==> src/rtl/dual_intc_pkg.sv <==
package dual_intc_pkg;
    localparam int DATA_W      = 32;
    localparam int SYNC_STAGES = 2;
    localparam int SOFT_BIT    = 0;
    localparam int CASCADE_BIT = 26;

    // Raw-word bits fed by external source pins.
    localparam logic [DATA_W-1:0] EXT_MASK  = 32'h1BC0_07FE;
    // Every implemented raw / enable bit.
    localparam logic [DATA_W-1:0] IMPL_MASK = EXT_MASK
                                             | (32'h1 << CASCADE_BIT)
                                             | (32'h1 << SOFT_BIT);

    typedef enum logic [3:0] {
        WO_IRQ_GATED = 4'd0,
        WO_IRQ_RAW   = 4'd1,
        WO_IRQ_ESET  = 4'd2,
        WO_IRQ_ECLR  = 4'd3,
        WO_SOFT_SET  = 4'd4,
        WO_SOFT_CLR  = 4'd5,
        WO_FIQ_GATED = 4'd8,
        WO_FIQ_RAW   = 4'd9,
        WO_FIQ_ESET  = 4'd10,
        WO_FIQ_ECLR  = 4'd11
    } word_off_e;
endpackage

==> src/rtl/dual_intc_sync.sv <==
module dual_intc_sync #(
    parameter int W      = 1,
    parameter int STAGES = 2
) (
    input  logic         clk,
    input  logic         rst_n,
    input  logic [W-1:0] d,
    output logic [W-1:0] q
);
    logic [W-1:0] stg [STAGES];

    always_ff @(posedge clk or negedge rst_n) begin
        if (!rst_n) begin
            for (int i = 0; i < STAGES; i++) stg[i] <= '0;
        end else begin
            stg[0] <= d;
            for (int i = 1; i < STAGES; i++) stg[i] <= stg[i-1];
        end
    end

    assign q = stg[STAGES-1];
endmodule

==> src/rtl/dual_intc_mask_reg.sv <==
module dual_intc_mask_reg #(
    parameter int           W    = 32,
    parameter logic [W-1:0] KEEP = '1
) (
    input  logic         clk,
    input  logic         rst_n,
    input  logic         set_we,
    input  logic         clr_we,
    input  logic [W-1:0] wdata,
    output logic [W-1:0] q
);
    logic [W-1:0] hit;
    assign hit = wdata & KEEP;

    always_ff @(posedge clk or negedge rst_n) begin
        if (!rst_n)      q <= '0;
        else if (set_we) q <= q | hit;
        else if (clr_we) q <= q & ~hit;
    end

    AST_SET_TAKES: assert property (@(posedge clk) disable iff (!rst_n)
        set_we |=> ((q & $past(hit)) == $past(hit)));
    AST_SET_KEEPS: assert property (@(posedge clk) disable iff (!rst_n)
        set_we |=> (($past(q) & ~q) == '0));
    AST_CLR_TAKES: assert property (@(posedge clk) disable iff (!rst_n)
        clr_we |=> ((q & $past(hit)) == '0));
    AST_CLR_KEEPS: assert property (@(posedge clk) disable iff (!rst_n)
        clr_we |=> ((q & ~$past(q)) == '0));
    AST_IDLE_HOLDS: assert property (@(posedge clk) disable iff (!rst_n)
        (!set_we && !clr_we) |=> $stable(q));
    AST_ONE_STROBE: assert property (@(posedge clk) disable iff (!rst_n)
        $countones({set_we, clr_we}) <= 1);
endmodule

==> src/rtl/dual_intc.sv <==
module dual_intc
    import dual_intc_pkg::*;
(
    input  logic              clk,
    input  logic              rst_n,
    input  logic [5:0]        bus_addr,
    input  logic              bus_we,
    input  logic [DATA_W-1:0] bus_wdata,
    output logic [DATA_W-1:0] bus_rdata,
    input  logic [DATA_W-1:0] src_i,
    input  logic              cascade_i,
    output logic              irq_o,
    output logic              fiq_o
);
    logic [3:0]        word;
    logic              irq_set, irq_clr, fiq_set, fiq_clr, soft_set, soft_clr;
    logic [DATA_W-1:0] src_s, irq_mask, fiq_mask, raw, irq_gated, fiq_gated;
    logic              casc_s, soft_q;

    assign word = bus_addr[5:2];

    // Write decode: one strobe per set/clear location.
    always_comb begin
        {irq_set, irq_clr, fiq_set, fiq_clr, soft_set, soft_clr} = '0;
        if (bus_we) begin
            unique case (word)
                WO_IRQ_ESET: irq_set  = 1'b1;
                WO_IRQ_ECLR: irq_clr  = 1'b1;
                WO_FIQ_ESET: fiq_set  = 1'b1;
                WO_FIQ_ECLR: fiq_clr  = 1'b1;
                WO_SOFT_SET: soft_set = 1'b1;
                WO_SOFT_CLR: soft_clr = 1'b1;
                default: ;
            endcase
        end
    end

    dual_intc_sync #(.W(DATA_W), .STAGES(SYNC_STAGES)) u_src_sync (
        .clk(clk), .rst_n(rst_n), .d(src_i & EXT_MASK), .q(src_s));

    dual_intc_sync #(.W(1), .STAGES(SYNC_STAGES)) u_casc_sync (
        .clk(clk), .rst_n(rst_n), .d(cascade_i), .q(casc_s));

    dual_intc_mask_reg #(.W(DATA_W), .KEEP(IMPL_MASK)) u_irq_mask (
        .clk(clk), .rst_n(rst_n), .set_we(irq_set), .clr_we(irq_clr),
        .wdata(bus_wdata), .q(irq_mask));

    dual_intc_mask_reg #(.W(DATA_W), .KEEP(IMPL_MASK)) u_fiq_mask (
        .clk(clk), .rst_n(rst_n), .set_we(fiq_set), .clr_we(fiq_clr),
        .wdata(bus_wdata), .q(fiq_mask));

    // Soft latch: a one-bit instance of the same set/clear register.
    dual_intc_mask_reg #(.W(1), .KEEP(1'b1)) u_soft (
        .clk(clk), .rst_n(rst_n), .set_we(soft_set), .clr_we(soft_clr),
        .wdata(bus_wdata[SOFT_BIT]), .q(soft_q));

    always_comb begin
        raw = src_s;
        raw[CASCADE_BIT] = casc_s;
        raw[SOFT_BIT]    = soft_q;
    end

    assign irq_gated = raw & irq_mask;
    assign fiq_gated = raw & fiq_mask;
    assign irq_o     = |irq_gated;
    assign fiq_o     = |fiq_gated;

    always_comb begin
        unique case (word)
            WO_IRQ_GATED: bus_rdata = irq_gated;
            WO_IRQ_RAW,
            WO_FIQ_RAW:   bus_rdata = raw;
            WO_IRQ_ESET:  bus_rdata = irq_mask;
            WO_SOFT_SET:  bus_rdata = {{(DATA_W-1){1'b0}}, soft_q};
            WO_FIQ_GATED: bus_rdata = fiq_gated;
            WO_FIQ_ESET:  bus_rdata = fiq_mask;
            default:      bus_rdata = '0;
        endcase
    end

    AST_RDATA_RSV_ZERO: assert property (@(posedge clk) disable iff (!rst_n)
        (bus_rdata & ~IMPL_MASK) == '0);
    AST_IRQ_NEEDS_MASK: assert property (@(posedge clk) disable iff (!rst_n)
        irq_o |-> (irq_mask != '0));
    AST_FIQ_NEEDS_MASK: assert property (@(posedge clk) disable iff (!rst_n)
        fiq_o |-> (fiq_mask != '0));
    AST_REQ_NEEDS_RAW: assert property (@(posedge clk) disable iff (!rst_n)
        (irq_o || fiq_o) |-> (raw != '0));
    AST_SOFT_IN_RAW: assert property (@(posedge clk) disable iff (!rst_n)
        soft_set && bus_wdata[SOFT_BIT] |=> raw[SOFT_BIT]);
endmodule

==> config.mk <==
export PLATFORM = sky130hd
export DESIGN_NAME = dual_intc
export DESIGN_NICKNAME = d
export VERILOG_FILES = /design/src/rtl/dual_intc_pkg.sv /design/src/rtl/dual_intc_sync.sv /design/src/rtl/dual_intc_mask_reg.sv /design/src/rtl/dual_intc.sv
export SDC_FILE = /design/constraint.sdc
export NUM_CORES = 1
export LEC_CHECK = 0
export CELL_PAD_IN_SITES_DETAIL_PLACEMENT = 1
export CELL_PAD_IN_SITES_GLOBAL_PLACEMENT = 1
export CORE_MARGIN = 8
export CORE_UTILIZATION = 34
export CTS_CLUSTER_SIZE = 20
export DETAILED_ROUTE_END_ITERATION = 8
export PLACE_DENSITY_LB_ADDON = 0.1
export SYNTH_ARGS = -nofsm -noshare
export SYNTH_HDL_FRONTEND = slang
export SYNTH_SLANG_ARGS = --single-unit
==> constraint.sdc <==
create_clock -name clk -period 2.1 [get_ports clk]
set_input_delay 0.63 -clock clk [delete_from_list [all_inputs] [get_ports clk]]
set_output_delay 0.63 -clock clk [all_outputs]
set_load 0.01 [all_outputs]
==> results of run 1 <==
[critical path, delay by kind of cell (launching register included)]
kind	cells	cell delay [ns]
simple gates	2	0.30
compound gates	2	0.50
buf+inv	1	0.17
flops	1	0.41
[power breakdown]
part	leakage, nW	internal (W)	switching (W)	total [W]
combinational	1.18	0.000561	0.000417	0.000978
sequential	0.862	0.00155	0.000158	0.00171
clock	0.107	0.000678	0.000554	0.00123
total	2.15	0.00279	0.00113	0.00391
[cells by family (layout without fill, tap and decap cells)]
family / after synthesis / after routing / share of synthesized area (%)
buf+inv: 30 / 135 / 6.639
other cells: 1 / 14 / 0.1213
flops: 71 / 71 / 57.49
simple gates: 81 / 81 / 11.01
mux: 17 / 17 / 6.194
compound gates: 77 / 77 / 18.54
[area by class of cell]
cell class              count  area share [%]
clock buffers              10           2.683
multi-input cells         189           30.07
flip-flops and latches     71           37.39
clock inverters             6           1.973
repair buffers            118           24.97
inverters                   1         0.07893
well taps                 108           2.841
[through the flow]
step	hold slack, ns	TNS, ns	total power (W)
2_1_floorplan	0.3312	0	0.002045
3_3_place_gp	0.3323	-21.09	0.002461
3_5_place_dp	0.3356	-22.22	0.002488
4_1_cts	0.3026	-2.833	0.003900
5_1_grt	0.3057	-2.805	0.004104
6_report	0.2895	-2.347	0.003915
[placed cells by master, fill, tap and decap left out, types with 2 or more instances in the layout]
master           count
clkinv_4             2
clkbuf_8             9
buf_12               5
a221oi_2             5
nand2_1             69
buf_6               33
nand4_1              2
clkdlybuf4s50_1     36
a21oi_2              2
buf_8                2
a22o_1               6
bufinv_16            2
dfrtp_1             70
and3_1               2
buf_2                4
o221a_4             16
a22oi_1              6
o21ai_0             27
mux2_4              16
buf_4               37
conb_1              14
o21ai_1              8
[cell usage after synthesis]
cell type  instances  area share, %
o32a_1             1           0.32
buf_4             16            3.9
nor3b_1            1           0.24
inv_1              1           0.12
buf_2              7            1.1
mux2_2            17            6.2
and3_1             2           0.40
nand4b_1           1           0.28
a21oi_2            2           0.57
a221oi_1           6            1.7
dfrtp_1           71             57
a21oi_1            2           0.32
a22o_1             6            1.7
nor2b_1            1           0.20
o221a_2           17            6.2
a22oi_1            6            1.5
buf_12             1           0.65
a31oi_1            1           0.20
and4b_1            1           0.32
buf_6              1           0.36
nor4bb_1           1           0.32
a31oi_2            1           0.40
nor3_1             2           0.32
o21ai_0           27            4.4
conb_1             1           0.12
nand4_1            2           0.40
o21ai_1            8            1.3
nand2_1           70            8.5
clkbuf_1           4           0.49
[what timing repair did]
action | 4_1_cts | 5_1_grt
gates cloned | 3 | 0
buffers inserted | 14 | 2
pin swaps | 16 | 8
gates resized for setup | 176 | 12
hold buffers | 0 | 0
endpoints found under the setup margin | 20 | 20
[final timing paths]
check                                         from                  to  slack (ns)  depth (start not counted)
min in group clk                u_src_sync.stg[42]    u_src_sync.q[10]        0.35                          0
worst max-delay path                      register               fiq_o       -0.26                          5
worst min register to register  u_src_sync.stg[42]    u_src_sync.q[10]        0.35                          0
worst max register to register            register            register        1.22                          3
max in group asynchronous                    rst_n  u_src_sync.stg[56]        1.49                          2
worst min-delay path                         rst_n  u_src_sync.stg[33]        0.29                          2
[layer usage]
metal / track usage (%) / share of wire [%] / up-vias
met5: 0 / 0 / -
met4: 5.333 / 1.6 / 0
met3: 5.368 / 4.9 / 17
met2: 28.53 / 51 / 68
met1: 20.88 / 43 / 1337
li1: - / - / 1197
==> flow_metrics.py, run 1 <==
metrics = {
    "finish": {
        "drive_above_1_share_pct": 36.71,
        "nFillCells": 949,
        "multi_input_area_um2": 1430,
        "final_cell_area_um2": 4756,
        "final_nets": 464,
        "finalCoreUtilization_pct": 54.27,
        "ff_latch_area_um2": 1778,
        "final_cells": 503,
        "diodes": 0,
        "syn_to_final_growth_pct": 53.89,
    },
    "worst_setup_path": {
        "critPathLaunchType": "register",
        "crit_path_end_kind": "output pin",
        "critPathKind": "register to output pin",
        "crit_chain": "a22o_1 -> a221oi_1 -> and3_1 -> nand4_1 -> buf_2",
        "cp_max_fo": 2,
        "critical-path-max-stage-delay_ns": 0.41,
        "cpMaxStageDelayCell": "dfrtp_1",
        "required_ns": 1.47,
        "crit_arrival_ns": 1.73,
    },
    "clock_tree": {
        "clk_path_buf_depth": 2,
        "clkTransAtPathRegs_ns": 0.08,
        "cts-root-buf": "clkbuf_8",
        "clock_latency_ns": 0.35,
        "cts_buffers": 9,
        "clkSinkCount": 71,
        "htree_num_levels": 3,
        "cts_tree": "done",
    },
    "routing": {
        "num_vias": 2619,
        "via_per_inst": 5.207,
        "drc": 0,
        "drtIter0Drc": 93,
        "wl_per_cell_um": 20.80,
        "antenna_left": 0,
        "wl_um": 10460,
        "drt_pass1_iterations": 4,
    },
    "synth": {
        "yosys_warnings": 0,
        "syn-instance-count": 277,
        "syn-cell-area_um2": 3090,
        "syn_avg_cell_area_um2": 11.16,
        "synth_seq_cells": 71,
        "yosysSeqAreaShare_pct": 57.49,
        "ys_types": 29,
    },
    "floorplanning": {
        "core-area_um2": 8763,
        "dieWidth_um": 111.3,
        "start_util_pct": 35.27,
        "die_h_um": 111.3,
        "row_count": 34,
        "die-area_um2": 12400,
        "pin_count": 108,
    },
    "run_status": {
        "status": "finished with violations",
        "violations": "setup timing",
    },
    "timing": {
        "hold_viol": 0,
        "layout_setup_ws_ns": -0.2594,
        "period_needed_ns": 2.359,
        "grt_setup_unrepaired": "yes",
        "fin_skew_ns": 0.007264,
        "setup_viol": 20,
        "fmax_mhz": 423.8,
        "maxSlewViolCount": 0,
        "fin_crit_sh_pct": 112.4,
    },
    "global_route": {
        "grt_max_degree": 72,
        "grt_first_pass_wirelength_um": 16970,
        "grt.total_usage_pct": 17.21,
        "grt_pass1_vias": 3052,
        "antenna_found_initial": 0,
        "overflow": 0,
    },
    "hold_path": {
        "hp-class": "input pin to asynchronous set/reset pin",
    },
    "placed_design": {
        "placed_area_um2": 4059,
        "hpwlAfterDp_um": 6447,
        "pre_cts_ws_ns": -0.9588,
        "placed_cells": 472,
        "place.gp.congestion": 0.8012,
        "port_buffers": 61,
    },
    "job": {
        "maxCapViolCount": 0,
    },
    "pwr": {
        "power.leakage_nw": 2.152,
        "p_per_area_nw_per_um2": 823.2,
        "irDropWorstVdd_v": 0.0003980,
    },
}
Power figures use the tool's default switching activity.
==> run 2: changes to the inputs <==
--- a/config.mk
+++ b/config.mk
@@ -12,6 +12,8 @@
 export CTS_CLUSTER_SIZE = 20
 export DETAILED_ROUTE_END_ITERATION = 8
 export PLACE_DENSITY_LB_ADDON = 0.1
+export SETUP_SLACK_MARGIN = 0.4
+export SLEW_MARGIN = 20
 export SYNTH_ARGS = -nofsm -noshare
 export SYNTH_HDL_FRONTEND = slang
 export SYNTH_SLANG_ARGS = --single-unit
==> run 2 against run 1 <==
Against the previous run:
- the run still ends with setup timing left
- wire length decreased by 2.2%
- cell area increased by 3.2%
- register-to-register slack about the same
- setup slack got worse by 0.0039 ns
- die area unchanged
- sequential cell count unchanged
- worst hold slack got worse by 0.0093 ns
- global-route usage decreased by 0.67 points
- clock-buffer cell count unchanged
- non-clock buffer count increased by 20
- via count increased by 1.8%
==> flow_metrics.py, run 2 (synthesis gave the netlist of run 1 again) <==
metrics = {
    "run_status": {
        "status": "finished with violations",
        "violations": "setup timing",
    },
    "placed_design": {
        "placed_area_um2": 4472,
        "hpwlAfterDp_um": 7020,
        "place.gp.congestion": 0.7524,
        "pre_cts_ws_ns": -0.9184,
        "port_buffers": 61,
        "placed_cells": 494,
    },
    "floorplanning": {
        "core-area_um2": 8763,
        "row_count": 34,
        "start_util_pct": 35.27,
        "die_h_um": 111.3,
        "pin_count": 108,
        "die-area_um2": 12400,
        "dieWidth_um": 111.3,
    },
    "finish": {
        "final_common_cell": "dfrtp_1",
        "finalCoreUtilization_pct": 56.01,
        "syn_to_final_growth_pct": 58.83,
        "final_cell_area_um2": 4908,
        "diodes": 0,
        "final_cells": 522,
        "final_cell_mix": "71 x dfrtp_1, 69 x nand2_1, 59 x buf_4",
        "final_nets": 484,
        "drive_above_1_share_pct": 39.86,
    },
    "clock_tree": {
        "ctsHoldBuffers": 0,
        "clkSinkCount": 71,
        "clock_latency_ns": 0.34,
        "htree_num_levels": 3,
        "cts-root-buf": "clkbuf_8",
        "cts_tree": "done",
        "cts_buffers": 9,
        "clk_path_buf_depth": 2,
        "clkTransAtPathRegs_ns": 0.08,
    },
    "timing": {
        "maxSlewViolCount": 0,
        "hold_viol": 0,
        "fmax_mhz": 423.1,
        "fin_setup_tns_ns": -1.632,
        "period_needed_ns": 2.363,
        "setup_viol": 20,
        "fin_skew_ns": 0.003773,
        "layout_setup_ws_ns": -0.2633,
        "grt_setup_unrepaired": "yes",
        "fin_crit_sh_pct": 112.5,
    },
    "worst_setup_path": {
        "reg2reg_depth": 4,
        "critPathLaunchType": "register",
        "crit_path_end_kind": "output pin",
        "required_ns": 1.47,
        "crit_arrival_ns": 1.73,
        "cp_max_fo": 3,
        "regToRegSetupSlack_ns": 1.21,
        "critPathKind": "register to output pin",
    },
    "routing": {
        "wl_um": 10240,
        "via_per_inst": 5.107,
        "num_vias": 2666,
        "drc": 0,
        "antenna_left": 0,
        "wl_per_cell_um": 19.61,
        "drtIter0Drc": 91,
        "drt_pass1_iterations": 4,
    },
    "job": {
        "maxCapViolCount": 0,
    },
    "hold_path": {
        "hp-class": "input pin to asynchronous set/reset pin",
    },
    "pwr": {
        "p_per_area_nw_per_um2": 757.5,
        "clkPwrFrac_pct": 26.8,
        "pwr-share-seq_pct": 45.4,
        "power.leakage_nw": 2.266,
        "internal_power_w": 0.002613,
        "irDropWorstVdd_v": 0.0005275,
        "netSwitchingFraction_pct": 29.72,
        "p_sw_w": 0.001105,
        "pwr-share-comb_pct": 27.9,
    },
    "global_route": {
        "overflow": 0,
        "grt_max_degree": 53,
        "grt.total_usage_pct": 16.54,
        "grt_first_pass_wirelength_um": 16280,
        "grt_pass1_vias": 3048,
        "antenna_found_initial": 0,
    },
}
[run 2: metrics by stage]
stage,power (W),hold slack (ns)
3_3_place_gp,0.002628,0.3324
3_5_place_dp,0.002663,0.3363
6_report,0.003718,0.2802
4_1_cts,0.003741,0.2933
5_1_grt,0.003908,0.3027
2_1_floorplan,0.002155,0.3312
[run 2: power groups by stage]
stage / registers, W / clock network [W] / logic, W
final: 0.00169 / 0.000996 / 0.00104
after global routing: 0.00171 / 0.00107 / 0.00112
after CTS: 0.00168 / 0.00102 / 0.00103
after detailed placement: 0.00170 / 0 / 0.000964
after global placement: 0.00169 / 0 / 0.000936
after floorplan: 0.00167 / 0 / 0.000480
[run 2: worst max path at each step]
| stage | end | start | slack [ns] | depth (start not counted) |
|---|---|---|---|---|
| 5_1_grt | irq_o | u_src_sync.q[28] | -0.36 | 5 |
| 3_3_place_gp | bus_rdata[4] | bus_addr[5] | -0.91 | 5 |
| 6_report | fiq_o | register | -0.26 | 5 |
| 4_1_cts | irq_o | u_casc_sync.q | -0.25 | 5 |
| 2_1_floorplan | bus_rdata[1] | bus_addr[2] | 0.19 | 3 |
| 3_5_place_dp | bus_rdata[9] | bus_addr[5] | -0.92 | 5 |
[run 2: layer usage]
metal  global-route usage [%]  vias up  part of all wire (%)
met5                        0        -                     0
met4                    5.600        0                   1.6
met3                    4.187       14                   4.1
met2                    28.88       75                    51
met1                    19.26     1336                    43
li1                         -     1241                     -
[run 2: what timing repair did]
item	4_1_cts	5_1_grt
buffers inserted	5	2
setup endpoints to repair	56	42
pin swaps	5	2
gates resized for setup	135	8
gates cloned	3	3
[run 2: final cells by class]
type | instances | area (um2)
clock buffers | 10 | 137.6
clock inverters | 5 | 33.78
fillers | 942 | 3855
inverters | 1 | 3.754
multi-input cells | 189 | 1445
flip-flops and latches | 71 | 1777
well taps | 108 | 135.1
repair buffers | 138 | 1376
[run 2: critical path: stages (launching register included)]
cell and delay (ns):
dfrtp_1 0.42, a22o_1 0.26, a221oi_2 0.23, and3_1 0.19
nand4_1 0.11, buf_2 0.18
==> run 3: changes to the inputs <==
--- a/config.mk
+++ b/config.mk
@@ -7,7 +7,7 @@
 export LEC_CHECK = 0
 export CELL_PAD_IN_SITES_DETAIL_PLACEMENT = 1
 export CELL_PAD_IN_SITES_GLOBAL_PLACEMENT = 1
-export CORE_MARGIN = 8
+export CORE_MARGIN = 10
 export CORE_UTILIZATION = 34
 export CTS_CLUSTER_SIZE = 20
 export DETAILED_ROUTE_END_ITERATION = 8
==> run 3 against run 2 <==
Against the previous run:
- the flow still finishes with violations (setup timing)
- worst hold slack got worse by 0.0060 ns
- global-route usage is essentially flat
- non-clock buffer count increased by 5
- critical path depth unchanged
- sequential share of layout area is 1.4 points lower
- setup slack worse by 0.027 ns
- core utilization rose by 2.0 points
- clock skew up 0.0025 ns
- sequential power barely moved
- largest cell class unchanged
==> flow_metrics.py, run 3 (synthesis gave the netlist of run 1 again) <==
metrics = {
    "run_status": {
        "status": "finished with violations",
        "violations": "setup timing",
    },
    "worst_setup_path": {
        "critPathKind": "register to output pin",
        "cpMaxStageDelayCell": "dfrtp_1",
        "crit_arrival_ns": 1.76,
        "critPathLaunchType": "register",
        "required_ns": 1.47,
        "cp_max_fo": 3,
        "crit_path_end_kind": "output pin",
        "crit_chain": "a22o_1 -> a221oi_2 -> and3_1 -> nand4_1 -> buf_2",
        "crit_buf_inv": 1,
        "critical-path-max-stage-delay_ns": 0.42,
        "path_delay_family": "compound AO/OA/AOI/OAI gates",
    },
    "finish": {
        "final_common_cell": "dfrtp_1",
        "drive_above_1_share_pct": 40.48,
        "diodes": 0,
        "final_nets": 489,
        "syn_to_final_growth_pct": 65.26,
        "final_cell_mix": "71 x dfrtp_1, 70 x nand2_1, 51 x buf_4",
        "final_cells": 528,
        "finalCoreUtilization_pct": 58.00,
    },
    "hold_path": {
        "hp-class": "input pin to asynchronous set/reset pin",
    },
    "clock_tree": {
        "clock_latency_ns": 0.36,
        "clkTransAtPathRegs_ns": 0.08,
        "ctsHoldBuffers": 0,
        "cts_tree": "done",
        "clkSinkCount": 71,
        "htree_num_levels": 3,
        "clk_path_buf_depth": 2,
        "cts_buffers": 9,
        "cts-root-buf": "clkbuf_8",
    },
    "floorplanning": {
        "core-area_um2": 8806,
        "row_count": 34,
        "pin_count": 108,
        "dieWidth_um": 115.3,
        "start_util_pct": 35.10,
        "die-area_um2": 13300,
        "die_h_um": 115.3,
    },
    "timing": {
        "setup_viol": 20,
        "fin_crit_sh_pct": 113.8,
        "layout_setup_ws_ns": -0.2905,
        "grt_setup_unrepaired": "yes",
        "fmax_mhz": 418.3,
        "period_needed_ns": 2.391,
        "fin_setup_tns_ns": -2.779,
        "fin_skew_ns": 0.006281,
        "maxSlewViolCount": 0,
        "hold_viol": 0,
    },
    "job": {
        "maxCapViolCount": 0,
    },
    "placed_design": {
        "placed_cells": 487,
        "port_buffers": 61,
        "hpwlAfterDp_um": 6701,
        "pre_cts_ws_ns": -0.9977,
        "place.gp.congestion": 0.7751,
    },
    "global_route": {
        "grt_first_pass_wirelength_um": 16700,
        "overflow": 0,
        "grt_pass1_vias": 3019,
        "grt.total_usage_pct": 16.52,
        "antenna_found_initial": 0,
        "grt_max_degree": 72,
    },
    "routing": {
        "wl_um": 10660,
        "wl_per_cell_um": 20.19,
        "drtIter0Drc": 58,
        "via_per_inst": 5.055,
        "antenna_left": 0,
        "drt_pass1_iterations": 4,
        "num_vias": 2669,
        "drc": 0,
    },
    "pwr": {
        "p_per_area_nw_per_um2": 744.4,
        "power.leakage_nw": 2.335,
        "irDropWorstVdd_v": 0.0003686,
        "power_w": 0.003802,
    },
}
-- run 3: cell count changes in the layout (fill, tap and decap cells not counted), moves of 2 or more --
cell and change:
buf_2 -2, clkbuf_16 +2, buf_8 +5, buf_4 -8, buf_12 +5, buf_6 +4
-- run 3: path summary, 6_finish.rpt --
| check | startpoint | end | slack, ns | cells after the start |
|---|---|---|---|---|
| max in group asynchronous | rst_n | asynchronous set/reset pin | 1.50 | 2 |
| setup / recovery | u_src_sync.q[1] | fiq_o | -0.29 | 5 |
| hold / removal | rst_n | u_src_sync.q[28] | 0.27 | 2 |
| hold reg to reg | u_src_sync.stg[60] | u_src_sync.q[28] | 0.35 | 0 |
| min in group clk | u_src_sync.stg[60] | u_src_sync.q[28] | 0.35 | 0 |
| setup reg to reg | register | register | 1.24 | 3 |
-- run 3: layout make-up --
cell class              count  area [um2]
flip-flops and latches     71        1777
repair buffers            143        1565
clock inverters             7       56.30
well taps                 108       135.1
fillers                   917        3699
multi-input cells         189        1446
clock buffers               9       123.9
inverters                   1       3.754
-- run 3: through the flow --
step	hold WS, ns	cell area (um2)
floorplan	0.3312	3408
global placement	0.3323	4419
detailed placement	0.3363	4419
CTS	0.3008	5005
global route	0.2873	5107
finish	0.2742	5107
-- run 3: per-layer routing --
metal  share of wire, %  global-route usage (%)
met5                  0                       0
met4                1.6                   4.899
met3                5.6                   5.521
met2                 54                   29.75
met1                 39                   17.98
-- run 3: power breakdown --
group | switching (W) | internal (W) | leakage [nW] | total (W)
registers | 0.000139 | 0.00155 | 0.864 | 0.00169
logic | 0.000439 | 0.000652 | 1.39 | 0.00109
clock network | 0.000584 | 0.000442 | 0.0842 | 0.00103
-- run 3: repair_timing --
item / CTS / global route
setup buffers: 13 / 6
gates resized for setup: 154 / 11
cloned: 5 / 1
pin swaps: 7 / 7
endpoints found under the setup margin: 56 / 37
